### src/rtl/rfp_pkg.sv
package rfp_pkg;

    typedef enum logic [0:0] {
        BYP_NONE          = 1'b0,
        BYP_WRITE_THROUGH = 1'b1
    } bypass_mode_e;

    localparam int unsigned NUM_RD_PORTS = 2;

    function automatic int unsigned addr_bits(input int unsigned depth);
        return (depth > 1) ? $clog2(depth) : 1;
    endfunction

    function automatic logic addr_hit(input logic en, input logic [15:0] a, input logic [15:0] b);
        return en && (a == b);
    endfunction

endpackage

### src/rtl/rf_bank.sv
module rf_bank #(
    parameter int unsigned DEPTH = 32,
    parameter int unsigned WIDTH = 16,
    localparam int unsigned AW = rfp_pkg::addr_bits(DEPTH)
) (
    input  logic             clk,
    input  logic             wr_en,
    input  logic [AW-1:0]    wr_addr,
    input  logic [WIDTH-1:0] wr_data,
    input  logic [AW-1:0]    rd_addr,
    output logic [WIDTH-1:0] rd_data
);
    logic [WIDTH-1:0] mem [DEPTH];

    always_ff @(posedge clk) begin
        if (wr_en) begin
            mem[wr_addr] <= wr_data;
        end
    end

    assign rd_data = mem[rd_addr];

endmodule

### src/rtl/rf_read_mux.sv
module rf_read_mux #(
    parameter int unsigned WIDTH = 16,
    parameter int unsigned AW = 5,
    parameter rfp_pkg::bypass_mode_e BYP_MODE = rfp_pkg::BYP_NONE
) (
    input  logic             wr_en,
    input  logic [AW-1:0]    wr_addr,
    input  logic [WIDTH-1:0] wr_data,
    input  logic [AW-1:0]    rd_addr,
    input  logic [WIDTH-1:0] bank_data,
    output logic [WIDTH-1:0] rd_data
);
    localparam logic BYP_ON = (BYP_MODE == rfp_pkg::BYP_WRITE_THROUGH);

    logic hit;

    always_comb begin
        hit = rfp_pkg::addr_hit(wr_en, 16'(wr_addr), 16'(rd_addr));
        rd_data = (BYP_ON && hit) ? wr_data : bank_data;
    end

endmodule

### src/rtl/dual_read_regfile.sv
module dual_read_regfile #(
    parameter int unsigned DEPTH = 32,
    parameter int unsigned WIDTH = 16,
    parameter rfp_pkg::bypass_mode_e BYP_MODE = rfp_pkg::BYP_NONE,
    localparam int unsigned AW = rfp_pkg::addr_bits(DEPTH)
) (
    input  logic             clk,
    input  logic             rst,
    input  logic             wr_en,
    input  logic [AW-1:0]    wr_addr,
    input  logic [WIDTH-1:0] wr_data,
    input  logic [AW-1:0]    rd0_addr,
    output logic [WIDTH-1:0] rd0_data,
    input  logic [AW-1:0]    rd1_addr,
    output logic [WIDTH-1:0] rd1_data
);
    localparam int unsigned NP = rfp_pkg::NUM_RD_PORTS;

    typedef struct packed {
        logic             en;
        logic [AW-1:0]    addr;
        logic [WIDTH-1:0] data;
    } wr_req_t;

    wr_req_t          wreq;
    logic [AW-1:0]    raddr [NP];
    logic [WIDTH-1:0] bdata [NP];
    logic [WIDTH-1:0] rdata [NP];

    always_comb begin
        wreq.en   = wr_en && !rst;
        wreq.addr = wr_addr;
        wreq.data = wr_data;
    end

    assign raddr[0] = rd0_addr;
    assign raddr[1] = rd1_addr;
    assign rd0_data = rdata[0];
    assign rd1_data = rdata[1];

    for (genvar p = 0; p < NP; p++) begin : g_port
        rf_bank #(
            .DEPTH(DEPTH),
            .WIDTH(WIDTH)
        ) u_bank (
            .clk    (clk),
            .wr_en  (wreq.en),
            .wr_addr(wreq.addr),
            .wr_data(wreq.data),
            .rd_addr(raddr[p]),
            .rd_data(bdata[p])
        );

        rf_read_mux #(
            .WIDTH   (WIDTH),
            .AW      (AW),
            .BYP_MODE(BYP_MODE)
        ) u_mux (
            .wr_en    (wreq.en),
            .wr_addr  (wreq.addr),
            .wr_data  (wreq.data),
            .rd_addr  (raddr[p]),
            .bank_data(bdata[p]),
            .rd_data  (rdata[p])
        );
    end

endmodule

### config.mk
export PLATFORM = sky130hd
export DESIGN_NAME = dual_read_regfile
export DESIGN_NICKNAME = d
export VERILOG_FILES = /design/src/rtl/rfp_pkg.sv /design/src/rtl/rf_bank.sv /design/src/rtl/rf_read_mux.sv /design/src/rtl/dual_read_regfile.sv
export SDC_FILE = /design/constraint.sdc
export NUM_CORES = 1
export LEC_CHECK = 0
export BUFFER_PORTS_ARGS = -buffer_cell sky130_fd_sc_hd__buf_2
export CORE_ASPECT_RATIO = 1.2
export CORE_MARGIN = 1
export CORE_UTILIZATION = 50
export DETAILED_ROUTE_END_ITERATION = 7
export GPL_ROUTABILITY_DRIVEN = 1
export PLACE_DENSITY = 0.79
export SLEW_MARGIN = 10
export SYNTH_ARGS = -nofsm -noshare
export SYNTH_HDL_FRONTEND = slang
export SYNTH_SLANG_ARGS = --single-unit
### constraint.sdc
create_clock -name clk -period 2.3 [get_ports clk]
set_clock_uncertainty 0.2 [all_clocks]
set_input_delay 0.345 -clock clk [delete_from_list [all_inputs] [get_ports clk]]
set_output_delay 0.345 -clock clk [all_outputs]
set_load 0.01 [all_outputs]
Word level (Yosys, flattened, before mapping) --
Memories as Yosys holds them, arrays and structs flattened. Cells that the tools add are included.
Storage, ports and cells: flip-flop bits (word level) 0, memory bits (writable) 1024, input port bits 34, output and inout bits 32, word-level logic and storage cells 6, memories kept 2
Memories:
- g_port[0].u_bank.mem | depth 32, bits a word 16, read ports 1, clocked after memory_dff 0, write ports 1, line rf_bank.sv:13 | logic [WIDTH-1:0] mem [DEPTH];
- g_port[1].u_bank.mem | depth 32, bits a word 16, read ports 1, clocked after memory_dff 0, write ports 1, line rf_bank.sv:13
Cells by class: multiplexer cells 2, reductions and logical operators 2
Operators with widths (count):
- $mux 1 | 2
- $logic_and 1x1->1 | 1
- $logic_not 1->1 | 1

Depth between registers and ports, before layout --
Gate-level depths: netlist (run 1).
word-level depth 4, mapped depth 8, gate-level depth less buffers 5

Modules after synthesis --
From an unflattened synthesis (run 1), not the netlist that was laid out.
Unflattened totals: cell total of the unflattened synthesis 2287, area total of the unflattened synthesis 40685.3 µm²
Modules (own cells, without submodules):
- rf_bank | instances 2, cells an instance 1127, area each 20215.6 µm², seq. area each 15374.7 µm²
- rf_read_mux | instances 2, cells an instance 16, area each 120.1 µm², seq. area each 0.0 µm²
- dual_read_regfile | instances 1, cells an instance 1, area each 13.8 µm², seq. area each 0.0 µm²

Least setup slack after synthesis (run 1) --
No wires, ideal clock.
path type in2reg, from input port rst, to memory g_port[1].u_bank.mem[14][0], enable pin, setup time 0.388 ns, arrival 1.820 ns, required time 1.712 ns, path slack -0.108 ns, cell stages on the path 4, path buffers 1, cell sequence nand2b_1 > or3b_2 > clkbuf_1 > nor2_1
On the way: longest elaborated chain between the ends 4
RTL lines:
- start, declared | line dual_read_regfile.sv:8 | input logic rst,
- $logic_not 1->1 | line dual_read_regfile.sv:31 | wreq.en = wr_en && !rst;
- $logic_and 1x1->1 | line dual_read_regfile.sv:31
- $mux 1 | line rf_bank.sv:16 | if (wr_en) begin
- $mux 1 (implied by the code) | line rf_bank.sv:17 | mem[wr_addr] <= wr_data;
- end, declared | line rf_bank.sv:13
No other way between the ends.

Worst setup path in the final report (run 1) --
from memory g_port[1].u_bank.mem[2][7], to output port rd1_data[7]
On the way: longest elaborated chain between the ends 1
RTL lines:
- $mem_v2 32x16
- end, declared | line dual_read_regfile.sv:15 | output logic [WIDTH-1:0] rd1_data
No other way between the ends.

==> results.py, run 1 <==
metrics = {
    "run_status": {
        "run_status": "finished with violations",
        "failed_checks": "setup timing",
    },
    "synth": {
        "yosys-top-cells-area": "edfxtp_1, mux2i_1, a22oi_1",
        "syn_inst": 1699,
        "synth_edf_count": 512,
        "synthesis.nets": 1733,
        "avgSynthCellArea_sq_um": 14.6,
        "ys_types": 26,
        "ys_ff_latch": 512,
        "yosysTopAreaCell": "edfxtp_1",
        "yosysSeqAreaShare_pct": 61.9,
        "yosysTopAreaCellShare_pct": 61.9,
        "synthArstFlopShare_pct": 0,
        "synthTopCellsByCount": "edfxtp_1, mux2i_1, a22oi_1",
        "syn-cell-area_sq_um": 24800,
        "synth_top_flop_cell": "edfxtp_1",
        "yosys_warnings": 0,
    },
    "setup_path": {
        "cp.required_ns": 1.75,
        "crit_path_end_kind": "output pin",
        "cp.arrival_ns": 2.04,
        "path_max_fanout": 2,
        "crit_type": "reg -> out",
        "cp-start-kind": "flip-flop",
    },
    "floorplanning": {
        "die_x_um": 205,
        "die_area_sq_um": 50600,
        "num_rows": 89,
        "core_sq_um": 49100,
        "initial_core_util_pct": 50.6,
        "ioPinCount": 66,
        "fp.dieH_um": 246,
    },
    "clocking": {
        "clock_sinks": 512,
        "cts.htree.levels": 2,
        "clock_path_buffers": 3,
        "clk_pin_slew_worst_paths_ns": 0.06,
        "cts_tree": "yes",
        "cts_hold_buf": 0,
        "cts_buffers": 51,
        "clockRootBuffer": "clkbuf_16",
    },
    "global_routing": {
        "overflow": 0,
        "grt_pass1_vias": 17500,
        "antenna_found_initial": 2,
        "grt_max_degree": 35,
        "grt_pass1_wl_mm": 107,
        "track_usage_pct": 28.7,
    },
    "finish": {
        "regMostFlops": "g_port.u_bank.mem",
        "post-route-cell-area_sq_um": 29900,
        "layout.nets": 1912,
        "largest_register_ff_count": 512,
        "drive_gt1_share_pct": 22.3,
        "area_growth_pct": 20.5,
        "post-route-util_pct": 60.9,
        "reg.largest.list": "g_port.u_bank.mem x512",
        "fillers": 3392,
    },
    "sta": {
        "min_period_ns": 2.58,
        "tightest_slew_ns": 0.683,
        "drv_slew": 0,
        "fin_ws_ns": -0.284,
        "max_freq_mhz": 387,
        "tns_ns": -6.79,
        "rsz0062_at_grt": "true",
        "setup-violations-final": 32,
        "slew_headroom_pct": 54.4,
        "fin_crit_sh_pct": 112,
        "hold_violations": 0,
        "holdWs_ns": 0.0322,
    },
    "route": {
        "vias": 17100,
        "routed_wl_mm": 72.8,
        "wl_per_cell_um": 28.5,
        "drt-vias-per-instance": 6.69,
        "first_pass_iters": 6,
        "drt-initial-drc-count": 1782,
        "drc": 0,
        "antenna_left": 0,
    },
    "worst_hold_path": {
        "hold_depth": 1,
        "hp-start": "wr_data[15]",
        "holdPathEnd": "g_port[1].u_bank.mem[26][15]",
        "hold_path_class": "in -> reg",
    },
    "pwr": {
        "vdd.ir_drop.worst_mv": 0.506,
        "power-per-cell-area_nw_per_um2": 711,
        "leakage_nw": 11.2,
    },
    "placement": {
        "io_buffer_count": 65,
        "dpl_cell_area_sq_um": 27500,
        "finalWeightedCongestion": 0.901,
        "dpl.hpwl_mm": 44.9,
    },
    "run": {
        "drv_cap": 0,
    },
}
-- kinds of logic after synthesis --
logic type / Yosys count / share of synthesized area, %
flip-flops: 512 / 61.9
buffers and inverters: 134 / 4.26
multiplexers: 512 / 20.6
AND/OR/NAND/NOR: 253 / 4.97
AO/OA/AOI/OAI: 288 / 8.22
-- report_power, final --
group / total, mW / leakage [nW] / internal, mW / switching (mW)
Clock: 8.50 / 0.830 / 5.00 / 3.50
Combinational: 2.41 / 5.81 / 1.02 / 1.40
Sequential: 10.4 / 4.61 / 10.3 / 0.0308
Total: 21.3 / 11.2 / 16.4 / 4.92
-- cells in the final DEF, fill, tap and decap left out, drive strengths merged, types with 32 or more instances in the layout --
master  instances
nand4          32
a21oi          64
nand2          66
a22oi         128
a22o           64
nand3          65
buf           258
nor2           36
clkbuf         59
a31oi          32
nor3           32
edfxtp        512
mux2i         512
-- worst max-delay path by stage --
stage | start | to | slack, ns | depth (start not counted)
floorplan | rst | g_port[1].u_bank.mem[14][0] | -0.11 | 4
global placement | rd1_addr[1] | rd1_data[3] | -0.27 | 9
detailed placement | rd1_addr[0] | rd1_data[2] | -0.33 | 9
CTS | g_port[1].u_bank.mem[6][11] | rd1_data[11] | -0.29 | 7
global route | g_port[1].u_bank.mem[6][11] | rd1_data[11] | -0.33 | 7
finish | g_port[1].u_bank.mem[2][7] | rd1_data[7] | -0.28 | 7
-- worst max-delay path: stages (launching register included) --
cell and delay, ns:
edfxtp_1 0.39, mux2i_1 0.18, a22o_1 0.16, nor3_1 0.05
buf_4 0.15, a31oi_4 0.24, nand3_2 0.11, buf_2 0.16
-- layer usage --
layer	wire [um]	global-route usage, %	vias to the layer above	part of all wire [%]
met2	34600	46.1	1133	47
met4	5710	21.3	2	7.8
met5	17	0	-	0.023
li1	-	-	7133	-
met1	25700	34.3	8498	35
met3	6790	5.56	322	9.3
-- final cells by class --
type	count	area, sq um	area share [%]
multi-input combinational	1053	9080	30.3
clock buffer	58	1320	4.42
sequential	512	15400	51.4
clock inverter	34	370	1.24
tap	637	797	2.66
timing repair buffer	260	2980	9.95
antenna	1	2.50	0.00836
-- stage by stage --
| stage | cells | setup slack (ns) | power [mW] |
|---|---|---|---|
| final | 2555 | -0.284 | 21.3 |
| after global placement | 2483 | -0.268 | 12.6 |
| after detailed placement | 2483 | -0.334 | 12.7 |
| after floorplan | 1699 | -0.108 | 11.7 |
| after CTS | 2554 | -0.289 | 21.2 |
| after global routing | 2554 | -0.329 | 21.7 |
-- repair_timing --
item | 4_1_cts | 5_1_grt
cloned | 1 | 1
gates resized for setup | 124 | 19
setup buffers | 0 | 2
endpoints found under the setup margin | 32 | 32
pin swaps | 48 | 28
(Power assumes the default switching activity.)
==> run 2: changes to the inputs <==
--- a/config.mk
+++ b/config.mk
@@ -11,7 +11,7 @@
 export CORE_UTILIZATION = 50
 export DETAILED_ROUTE_END_ITERATION = 7
 export GPL_ROUTABILITY_DRIVEN = 1
-export PLACE_DENSITY = 0.79
+export PLACE_DENSITY = 0.81
 export SLEW_MARGIN = 10
 export SYNTH_ARGS = -nofsm -noshare
 export SYNTH_HDL_FRONTEND = slang
==> run 2 against run 1 <==
  * The run still ends with setup timing left
  * Die area unchanged
  * First-iteration DRC count increased by 36%
  * Critical path type unchanged
  * Sequential share of layout area decreased by 1.4 points
  * Setup slack got worse by 0.17 ns
  * Routed wire length increased by 9.3%
  * Via count increased by 4.7%
  * Combinational power increased by 13%
  * Critical path depth unchanged
  * Critical endpoint is now rd1_data[12]
==> results.py, run 2 (synthesized netlist as in run 1, its figures left out) <==
metrics = {
    "setup_path": {
        "cp-start-kind": "flip-flop",
        "crit_path_end_kind": "output pin",
        "path_max_fanout": 2,
        "cp.arrival_ns": 2.21,
        "crit_type": "reg -> out",
        "cp.required_ns": 1.75,
    },
    "clocking": {
        "cts_hold_buf": 0,
        "clockRootBuffer": "clkbuf_16",
        "cts_tree": "yes",
        "clk_pin_slew_worst_paths_ns": 0.06,
        "cts.htree.levels": 2,
        "clock_sinks": 512,
        "clock_path_buffers": 3,
        "cts_buffers": 48,
    },
    "sta": {
        "fin_ws_ns": -0.458,
        "setup-violations-final": 32,
        "tns_ns": -8.03,
        "holdWs_ns": 0.0882,
        "drv_slew": 0,
        "hold_violations": 0,
        "fin_crit_sh_pct": 120,
        "min_period_ns": 2.76,
        "tightest_slew_ns": 0.752,
        "rsz0062_at_grt": "true",
        "slew_headroom_pct": 49.9,
        "max_freq_mhz": 363,
    },
    "route": {
        "routed_wl_mm": 79.6,
        "drt-vias-per-instance": 6.97,
        "wl_per_cell_um": 31.0,
        "drt-initial-drc-count": 2426,
        "first_pass_iters": 6,
        "vias": 17900,
        "antenna_left": 0,
        "drc": 0,
    },
    "finish": {
        "regMostFlops": "g_port.u_bank.mem",
        "num_antenna_cells": 0,
        "area_growth_pct": 23.8,
        "reg.largest.list": "g_port.u_bank.mem x512",
        "fillers": 3215,
        "layout.nets": 1927,
        "final_cells": 2567,
        "drive_gt1_share_pct": 25.1,
        "largest_register_ff_count": 512,
        "final_cell_mix": "edfxtp_1, mux2i_1, a22oi_1",
        "layout_commonest_cell": "edfxtp_1",
    },
    "pwr": {
        "power-per-cell-area_nw_per_um2": 685,
        "leakage_nw": 11.5,
        "vdd.ir_drop.worst_mv": 0.533,
    },
    "placement": {
        "finalWeightedCongestion": 0.964,
        "io_buffer_count": 65,
        "dpl.hpwl_mm": 47.4,
        "dpl.cell_count": 2484,
        "place_ws_ns": -0.404,
    },
    "floorplanning": {
        "ioPinCount": 66,
        "num_rows": 89,
        "core_sq_um": 49100,
        "fp.dieH_um": 246,
        "die_x_um": 205,
        "die_area_sq_um": 50600,
        "initial_core_util_pct": 50.6,
    },
    "global_routing": {
        "track_usage_pct": 31.3,
        "grt_pass1_vias": 18400,
        "overflow": 0,
        "grt_max_degree": 40,
        "antenna_found_initial": 0,
        "grt_pass1_wl_mm": 116,
    },
    "run_status": {
        "run_status": "finished with violations",
        "failed_checks": "setup timing",
    },
    "worst_hold_path": {
        "hold_path_class": "in -> reg",
    },
    "run": {
        "drv_cap": 0,
    },
}
run 2: area by class of cell:
cell class / instances / area, sq um / share of cell area, %
flip-flops and latches: 512 / 15400 / 50.0
multi-input cells: 1053 / 9500 / 30.9
repair buffers: 278 / 3530 / 11.5
clock buffers: 52 / 1220 / 3.96
well taps: 637 / 797 / 2.59
clock inverters: 35 / 332 / 1.08
run 2: worst max-delay path, cell delays in order, from the launching register on:
cell	delay (ns)
edfxtp_1	0.42
mux2i_1	0.25
a22o_1	0.27
nor3_2	0.08
a31oi_1	0.19
buf_4	0.20
nand3_2	0.08
buf_6	0.14
run 2: final timing paths:
| path | startpoint | to | slack (ns) | cells after the start |
|---|---|---|---|---|
| max | g_port[1].u_bank.mem[7][12] | rd1_data[12] | -0.46 | 7 |
| min | wr_data[1] | g_port[0].u_bank.mem[25][1] | 0.09 | 1 |
run 2: stage by stage:
step / cell area (sq um) / util [%] / power (mW)
2_1_floorplan: 24800 / - / 11.7
3_3_place_gp: 27700 / 56.3 / 12.7
6_report: 30700 / 62.6 / 21.1
4_1_cts: 30400 / 62.0 / 20.8
3_5_place_dp: 27700 / 56.3 / 12.7
5_1_grt: 30700 / 62.6 / 21.4
run 2: metal layers:
layer / routed length (um) / track usage [%] / vias up
li1: - / - / 7173
met1: 26500 / 37.6 / 8706
met2: 37400 / 51.1 / 1559
met3: 9540 / 6.53 / 445
met4: 6090 / 20.0 / 0
met5: 0 / 0 / -
run 2: where the power goes:
group          total, mW  internal [mW]  switching (mW)
registers           10.4           10.3          0.0326
clock network       7.98           4.49            3.49
logic               2.72           1.17            1.55
run 2: repair_timing:
action / in CTS / in global routing
gates resized for setup: 193 / 50
setup endpoints to repair: 32 / 32
gates cloned: 7 / 0
pin swaps: 54 / 49
setup buffers: 4 / 13
